[src/rtl/vpix_addr_gen.sv]
module vpix_addr_gen #(
  parameter int NPE = 4,
  parameter int AW  = 16,
  parameter int CW  = 4,
  parameter int DW  = 4
) (
  input  logic                      clk,
  input  logic                      rst_n,
  input  logic                      start,
  input  logic [CW-1:0]             chip_idx,
  input  logic [CW-1:0]             num_chips,
  input  logic [AW-1:0]             img_pixels,
  input  logic [DW-1:0]             pf_dist,
  input  logic                      out_ready,
  output logic                      out_valid,
  output logic [NPE*AW-1:0]         out_addr,
  output logic [NPE-1:0]            out_mask,
  output logic [AW-$clog2(NPE):0]   out_iter,
  output logic                      out_last,
  output logic                      pf_valid,
  output logic [AW-1:0]             pf_addr
);
  localparam int LP = $clog2(NPE);
  localparam int IW = AW - LP + 1;
  localparam int WW = AW + CW + 2;
  localparam int TW = IW + DW;
  localparam int NC = $clog2(AW + 2);

  typedef enum logic [1:0] {S_IDLE, S_DIV, S_FIN, S_RUN} st_t;
  st_t st;

  logic [CW-1:0] k_r, chip_r, rm;
  logic [AW-1:0] img_r, base_r, len_r;
  logic [DW-1:0] dist_r;
  logic [AW:0]   nm, q;
  logic [NC-1:0] cnt;
  logic [IW-1:0] iter, lastit_r;

  logic [CW:0] trial, rm_n;
  logic        qb;
  assign trial = {rm, nm[AW]};
  assign qb    = trial >= {1'b0, k_r};
  assign rm_n  = qb ? trial - {1'b0, k_r} : trial;

  logic [WW-1:0] base_w, end_w;
  logic [AW-1:0] len_w;
  assign base_w = WW'(chip_r) * WW'(q);
  assign end_w  = base_w + WW'(q);
  assign len_w  = (base_w >= WW'(img_r)) ? '0 :
                  (end_w > WW'(img_r))   ? AW'(WW'(img_r) - base_w) : AW'(q);

  always_ff @(posedge clk or negedge rst_n) begin
    if (!rst_n) begin
      st <= S_IDLE; k_r <= '0; chip_r <= '0; img_r <= '0; dist_r <= '0;
      nm <= '0; q <= '0; rm <= '0; cnt <= '0; iter <= '0;
      base_r <= '0; len_r <= '0; lastit_r <= '0;
    end else if (start) begin
      st <= S_DIV; k_r <= num_chips; chip_r <= chip_idx; img_r <= img_pixels;
      dist_r <= pf_dist; rm <= '0; q <= '0; cnt <= '0; iter <= '0;
      nm <= {1'b0, img_pixels} + (AW+1)'(num_chips) - (AW+1)'(1);
    end else begin
      case (st)
        S_DIV: begin
          rm  <= rm_n[CW-1:0];
          q   <= {q[AW-1:0], qb};
          nm  <= nm << 1;
          cnt <= cnt + NC'(1);
          if (cnt == NC'(AW)) st <= S_FIN;
        end
        S_FIN: begin
          base_r   <= base_w[AW-1:0];
          len_r    <= len_w;
          lastit_r <= IW'(({1'b0, len_w} - (AW+1)'(1)) >> LP);
          st       <= (len_w == '0) ? S_IDLE : S_RUN;
        end
        S_RUN: if (out_ready) begin
          if (iter == lastit_r) st <= S_IDLE;
          else iter <= iter + IW'(1);
        end
        default: st <= S_IDLE;
      endcase
    end
  end

  logic          run;
  logic [AW:0]   off_w;
  assign run       = (st == S_RUN);
  assign off_w     = {iter, {LP{1'b0}}};
  assign out_valid = run;
  assign out_iter  = iter;
  assign out_last  = run && (iter == lastit_r);

  for (genvar p = 0; p < NPE; p++) begin : g_pe
    logic [AW:0] rel;
    assign rel = off_w + (AW+1)'(p);
    assign out_addr[p*AW +: AW] = base_r + rel[AW-1:0];
    assign out_mask[p] = run && (rel < {1'b0, len_r});
  end

  logic [TW-1:0]    tgt;
  logic [TW+LP-1:0] tof;
  assign tgt      = TW'(iter) + TW'(dist_r);
  assign tof      = {tgt, {LP{1'b0}}};
  assign pf_valid = run && (tof < (TW+LP)'(len_r));
  assign pf_addr  = AW'(tof + (TW+LP)'(base_r));

  initial assert (NPE >= 2 && (1 << LP) == NPE) else $error("NPE must be a power of two");

  a_r6_hold: assert property (@(posedge clk) disable iff (!rst_n)
    out_valid && !out_ready && !start |=> out_valid && $stable(out_iter) && $stable(out_addr) && $stable(out_mask));
  a_r4_advance: assert property (@(posedge clk) disable iff (!rst_n)
    out_valid && out_ready && !out_last && !start |=> out_valid && out_iter == $past(out_iter) + IW'(1));
  a_r4_end: assert property (@(posedge clk) disable iff (!rst_n)
    out_valid && out_ready && out_last && !start |=> !out_valid);
  a_r5_full_mask: assert property (@(posedge clk) disable iff (!rst_n)
    out_valid && !out_last |-> &out_mask);
  a_r5_first_lane: assert property (@(posedge clk) disable iff (!rst_n)
    out_valid |-> out_mask[0]);
  a_r7_pf_inside: assert property (@(posedge clk) disable iff (!rst_n)
    pf_valid |-> out_valid && out_mask[0]);
  a_r8_restart: assert property (@(posedge clk) disable iff (!rst_n)
    start |=> !out_valid && out_iter == '0);
  a_r9_idle: assert property (@(posedge clk) disable iff (!rst_n)
    !out_valid |-> out_mask == '0 && !pf_valid && !out_last);
endmodule

[config.mk]
export PLATFORM = sky130hd
export DESIGN_NAME = vpix_addr_gen
export DESIGN_NICKNAME = d
export VERILOG_FILES = /design/src/rtl/vpix_addr_gen.sv
export SDC_FILE = /design/constraint.sdc
export NUM_CORES = 1
export LEC_CHECK = 0
export BUFFER_PORTS_ARGS = -buffer_cell sky130_fd_sc_hd__buf_2
export CAP_MARGIN = 5
export CORE_MARGIN = 8
export CORE_UTILIZATION = 40
export CTS_CLUSTER_DIAMETER = 100
export DETAILED_ROUTE_END_ITERATION = 12
export PLACE_DENSITY = 0.57
export SETUP_SLACK_MARGIN = 0.3
export SYNTH_ARGS = -nofsm -noshare
export SYNTH_HDL_FRONTEND = slang
export SYNTH_SLANG_ARGS = --single-unit
[constraint.sdc]
create_clock -name clk -period 8.1 [get_ports clk]
set_clock_uncertainty 0.05 [all_clocks]
set_input_delay 0.81 -clock clk [delete_from_list [all_inputs] [get_ports clk]]
set_output_delay 0.81 -clock clk [all_outputs]
set_load 0.03 [all_outputs]
After elaboration in Yosys (flattened, before gate mapping)
Index checks and enable logic that the tools add are counted.

Add/sub/neg operators: 17. Multipliers: 1. Divide/modulo/power cells: 0. $lt $le $gt $ge: 8. Equal/unequal tests: 9. Shifts and indexed selects: 0. Muxes and demuxes: 21. Bitwise gates (word level): 1. Reduce and logical (&&, ||, !) cells: 13.

Operators by type and width (count): adder 16 bit (5); < comparator 17 x 16 -> 1 bit (4); 2-to-1 mux 17 bit (4); 2-to-1 mux 15 bit (4); adder 17 x 2 -> 17 bit, second input constant (2); 2-to-1 mux 16 bit (2); adder 21 x 17 -> 22 bit (1); > comparator 22 x 16 -> 1 bit (1); greater-or-equal comparator 21 x 16 -> 1 bit (1); multiplier 4 x 17 -> 21 bit (1); < comparator 18 x 16 -> 1 bit (1); adder 16 x 4 -> 17 bit (1); adder 17 x 1 -> 17 bit, second input constant (1); subtractor 16 x 1 -> 17 bit, second input constant (1); subtractor 17 x 1 -> 17 bit, second input constant (1); adder 15 x 4 -> 16 bit (1); logical NOT 16 bit (1); subtractor 16 bit (1); adder 15 x 1 -> 15 bit, second input constant (1); == test 15 bit (1); 2-to-1 mux 4 bit (3); 2-to-1 mux 2 bit (5); 2-to-1 mux 5 bit (2); logical AND 1 bit (6); other kinds (14) (19).

Bits in registers: 135. Latch bits: 0. Memory bits (writable): 0. ROM bits: 0. Output and inout bits: 102. Logic and storage cells: 83. Memories: 0.

Longest topological paths before layout
Word-level depth: 9. Depth in mapped cells: 35. Mapped depth without buffers: 32.

Least setup slack after synthesis
No wires, ideal clock.

Path type: register -> register. Start: reg chip_r[3]. End: reg lastit_r[7]. Arrival: 6.834 ns. Required time: 7.946 ns. Setup slack: 1.112 ns. Cell stages (with the launch flop): 30. Buffers on the path: 1. Cells stage by stage: dfrtp_1 > clkbuf_1 > nand2_1 > fa_1 > fa_1 > inv_1 > fa_1 > a21o_1 > a21oi_1 > xor2_1 > inv_1 > ha_1 > a21oi_1 > o21ai_0 > a221o_1 > a21o_1 > a21oi_1 > xnor2_1 > ha_1 > a21o_1 > a21oi_1 > nor2b_1 > o311ai_0 > nand3_1 > a21oi_1 > nand4_2 > nor2_4 > mux2_2 > mux2_2 > a221oi_1.

Longest elaborated chain between the ends: 6. Elaborated cells between the ends (all ways): 8. Classes of those cells: add/sub: 3; mul: 1; order compare: 2; mux: 2.

RTL lines: from (decl) (RTL line 32) `logic [CW-1:0] k_r, chip_r, rm;`; from (signal assigned) (RTL line 54) `st <= S_IDLE; k_r <= '0; chip_r <= '0; img_r <= '0; dist_r <= '0;`; from (signal assigned) (RTL line 58) `st <= S_DIV; k_r <= num_chips; chip_r <= chip_idx; img_r <= img_pixels;`; multiplier 4 x 17 -> 21 bit (*) (RTL line 47) `assign base_w = WW'(chip_r) * WW'(q);`; via base_w[6] (RTL line 45) `logic [WW-1:0] base_w, end_w;`; adder 21 x 17 -> 22 bit (RTL line 48) `assign end_w = base_w + WW'(q);`; > comparator 22 x 16 -> 1 bit (RTL line 50) `(end_w > WW'(img_r)) ? AW'(WW'(img_r) - base_w) : AW'(q);`; 2-to-1 mux 16 bit (RTL line 50); 2-to-1 mux 16 bit (*) (RTL line 49) `assign len_w = (base_w >= WW'(img_r)) ? '0 :`; subtractor 16 x 1 -> 17 bit (*) (RTL line 73) `lastit_r <= IW'(({1'b0, len_w} - (AW+1)'(1)) >> LP);`; to (signal assigned) (RTL line 73); to (decl) (RTL line 37) `logic [IW-1:0] iter, lastit_r;`.

Mark *: on every way through the listed nets, which the timed path passes. The rest lies on a longest branch. A chain may end at the register's enable or synchronous reset.

Final worst setup path
Start: reg chip_r[3]. End: reg lastit_r[10].

The elaborated chain is that of the path after synthesis.

==> results.ini <==
[yosys]
yosysSeqAreaShare_pct = 23.1
synthDistinctLibCells = 82
synth_edf_count = 0
synth_top_family_by_area = adder cells
synthAdderAreaFrac_pct = 20.7
synth_ff_type = dfrtp_1
synth_seq_cells = 135
muxShareOfSynthArea_pct = 3.93
yosysMostFrequentCell = ha_1
syn-num-nets = 2015
yosys.area_share.simple_pct = 16.7
yosysTopAreaCell = dfrtp_1
synth_cells = 1764
netlist_top_cells_count = ha_1, inv_1, nand2_1, dfrtp_1, o21ai_0
async_reset_ff_share_pct = 100
synth-xor-area-share_pct = 9.33
synth_area_leaders = dfrtp_1, ha_1, xnor2_1
syn_area_um2 = 14600
syn_area_per_cell_um2 = 8.30
synth_top_area_share_pct = 23.1
yosys_warnings = 0
synth-compound-area-share_pct = 19.5

[routing]
num_vias = 13000
drc = 0
firstDrtPassIters = 5
drt-wirelength-per-cell_um = 18.7
finalWirelength_um = 44000
first_iter_violations = 777
ant_nets = 0
routed_via_density = 5.50

[die]
dieArea_um2 = 43000
io_pins = 134
die_h_um = 207
coreArea_um2 = 36300
start_util_pct = 40.3
rows = 70
die_x_um = 207

[global_route]
grt_pass1_wl_um = 70500
grt_max_degree = 77
grt-ovfl-total = 0
grt_pass1_vias = 13000
antenna_found_initial = 0
grtUsageTotal_pct = 20.0

[worst_setup_path]
start_kind = flip-flop
critPathKind = reg2reg
critical_path_arrival_ns = 7.55
crit_required_ns = 8.36
cp_top_family = adder cells
cp_num_buf_inv = 4
end_kind = flip-flop
cp_max_fo = 14
cp_slowest_cell = or4_1
cpPeakStageDelay_ns = 0.53

[final_layout]
final_area_um2 = 16600
stdcell_count = 2360
fin_util_pct = 45.6
n_antenna_cell = 0
drive_gt1_share_pct = 13.7
area_growth_pct = 13.1
nets = 2130

[sta]
min_period_ns = 7.29
maxSlewViolCount = 0
setup_viol = 0
fin_crit_sh_pct = 90.0
setup_slack_ns = 0.807
slew_headroom_pct = 28.0
fmax_ghz = 0.137
whs_ns = 0.348
hold_violations = 0
grt_setup_unrepaired = no
tns_ns = 0
tightest_slew_ns = 1.05

[placed_design]
hpwl_um = 34600
io_buffers = 133
place_congestion = 0.978
dp.cells = 2313
place_ws_ns = 0.197
place_area_um2 = 15800

[outcome]
status = complete, no violations

[power_and_ir_drop]
leakagePower_nw = 8.47
p_per_area_nw_per_um2 = 217
total_power_mw = 3.59
ir_drop_mv = 0.119

[cts]
path_clk_slew_ns = 0.07
clock-root-buffer = clkbuf_16
cts_max_level = 4
cts_tree = yes
cts-buffers-inserted = 17
cts.sinks = 135
clock_path_buffers = 2
clock_latency_ns = 0.43

[min_path]
hp-class = in2async

[run]
cap_violations = 0

-- metal layers --
layer	global-route usage [%]	vias up	wire length, um
met1	25.2	6229	19700
li1	-	6347	-
met4	6.63	0	1380
met5	0	-	0
met2	34.3	345	20700
met3	3.41	69	2250
-- state kept, by name, indices dropped and copies added, names as in the netlist --
| name | cells |
|---|---|
| dist_r | 4 |
| base_r | 16 |
| chip_r | 4 |
| lastit_r | 15 |
| q | 17 |
| nm | 17 |
| cnt | 5 |
| rm | 4 |
| st | 2 |
| out_iter | 15 |
| k_r | 4 |
| img_r | 16 |
| len_r | 16 |
-- worst reg2reg max path: cells and delay by family, from the launching register on --
kind / cells / cell delay, ns
AO/OA/AOI/OAI: 10 / 1.77
XOR/XNOR: 1 / 0.13
adder cells (fa/ha/maj): 5 / 2.08
buffers and inverters: 4 / 0.62
flip-flops: 1 / 0.43
AND/OR/NAND/NOR: 11 / 2.07
-- cell type report --
type	count	area, um^2
clock inverters	13	181
clock buffers	19	453
multi-input cells	1377	10300
flip-flops and latches	135	3390
repair buffers	175	987
inverters	173	649
fillers	3621	19800
well taps	468	586
-- timing repair --
item,4_1_cts,5_1_grt
endpoints found under the setup margin,11,33
setup buffers,0,15
pin swaps,0,4
hold buffers,0,0
gates resized for setup,4,17
-- kinds of logic after synthesis --
| family | count (synthesis) |
|---|---|
| fa+ha+maj | 219 |
| simple gates | 490 |
| compound gates | 456 |
| buf+inv | 252 |
| mux | 56 |
| xor+xnor | 156 |
| flops | 135 |
-- report_power, final --
part           internal (mW)  switching, mW  leakage (nW)
Combinational          0.663           1.13          6.44
Clock                  0.512          0.353         0.303
Sequential             0.810          0.123          1.73
-- layout by cell type (no fill, tap or decap), types with 9 or more instances in the layout --
master / n
a211oi_1: 13
a21o_1: 43
a21oi_1: 124
a31oi_1: 11
and2_1: 49
and3_1: 10
buf_2: 132
buf_4: 42
clkbuf_16: 17
dfrtp_1: 129
fa_1: 37
ha_1: 178
inv_1: 173
mux2_2: 12
mux2i_1: 43
nand2_1: 146
nand2b_1: 12
nand3_1: 28
nand4_1: 28
nor2_1: 113
nor2b_1: 22
nor3_1: 28
nor4_1: 9
o21a_1: 22
o21ai_0: 126
o21bai_1: 10
o31ai_1: 13
xnor2_1: 102
xor2_1: 54
-- final timing paths --
kind                       startpoint            to  slack [ns]  cells after the start
max reg2reg                 chip_r[3]  lastit_r[10]        0.81                     31
max in group asynchronous       rst_n      len_r[3]        6.31                      2
max                         chip_r[3]  lastit_r[10]        0.81                     31
min                             rst_n          q[9]        0.35                      1
min reg2reg                  len_r[5]      len_r[5]        0.43                      2
min in group clk             len_r[5]      len_r[5]        0.43                      2
Note: power is estimated with default switching activity, not from simulation.
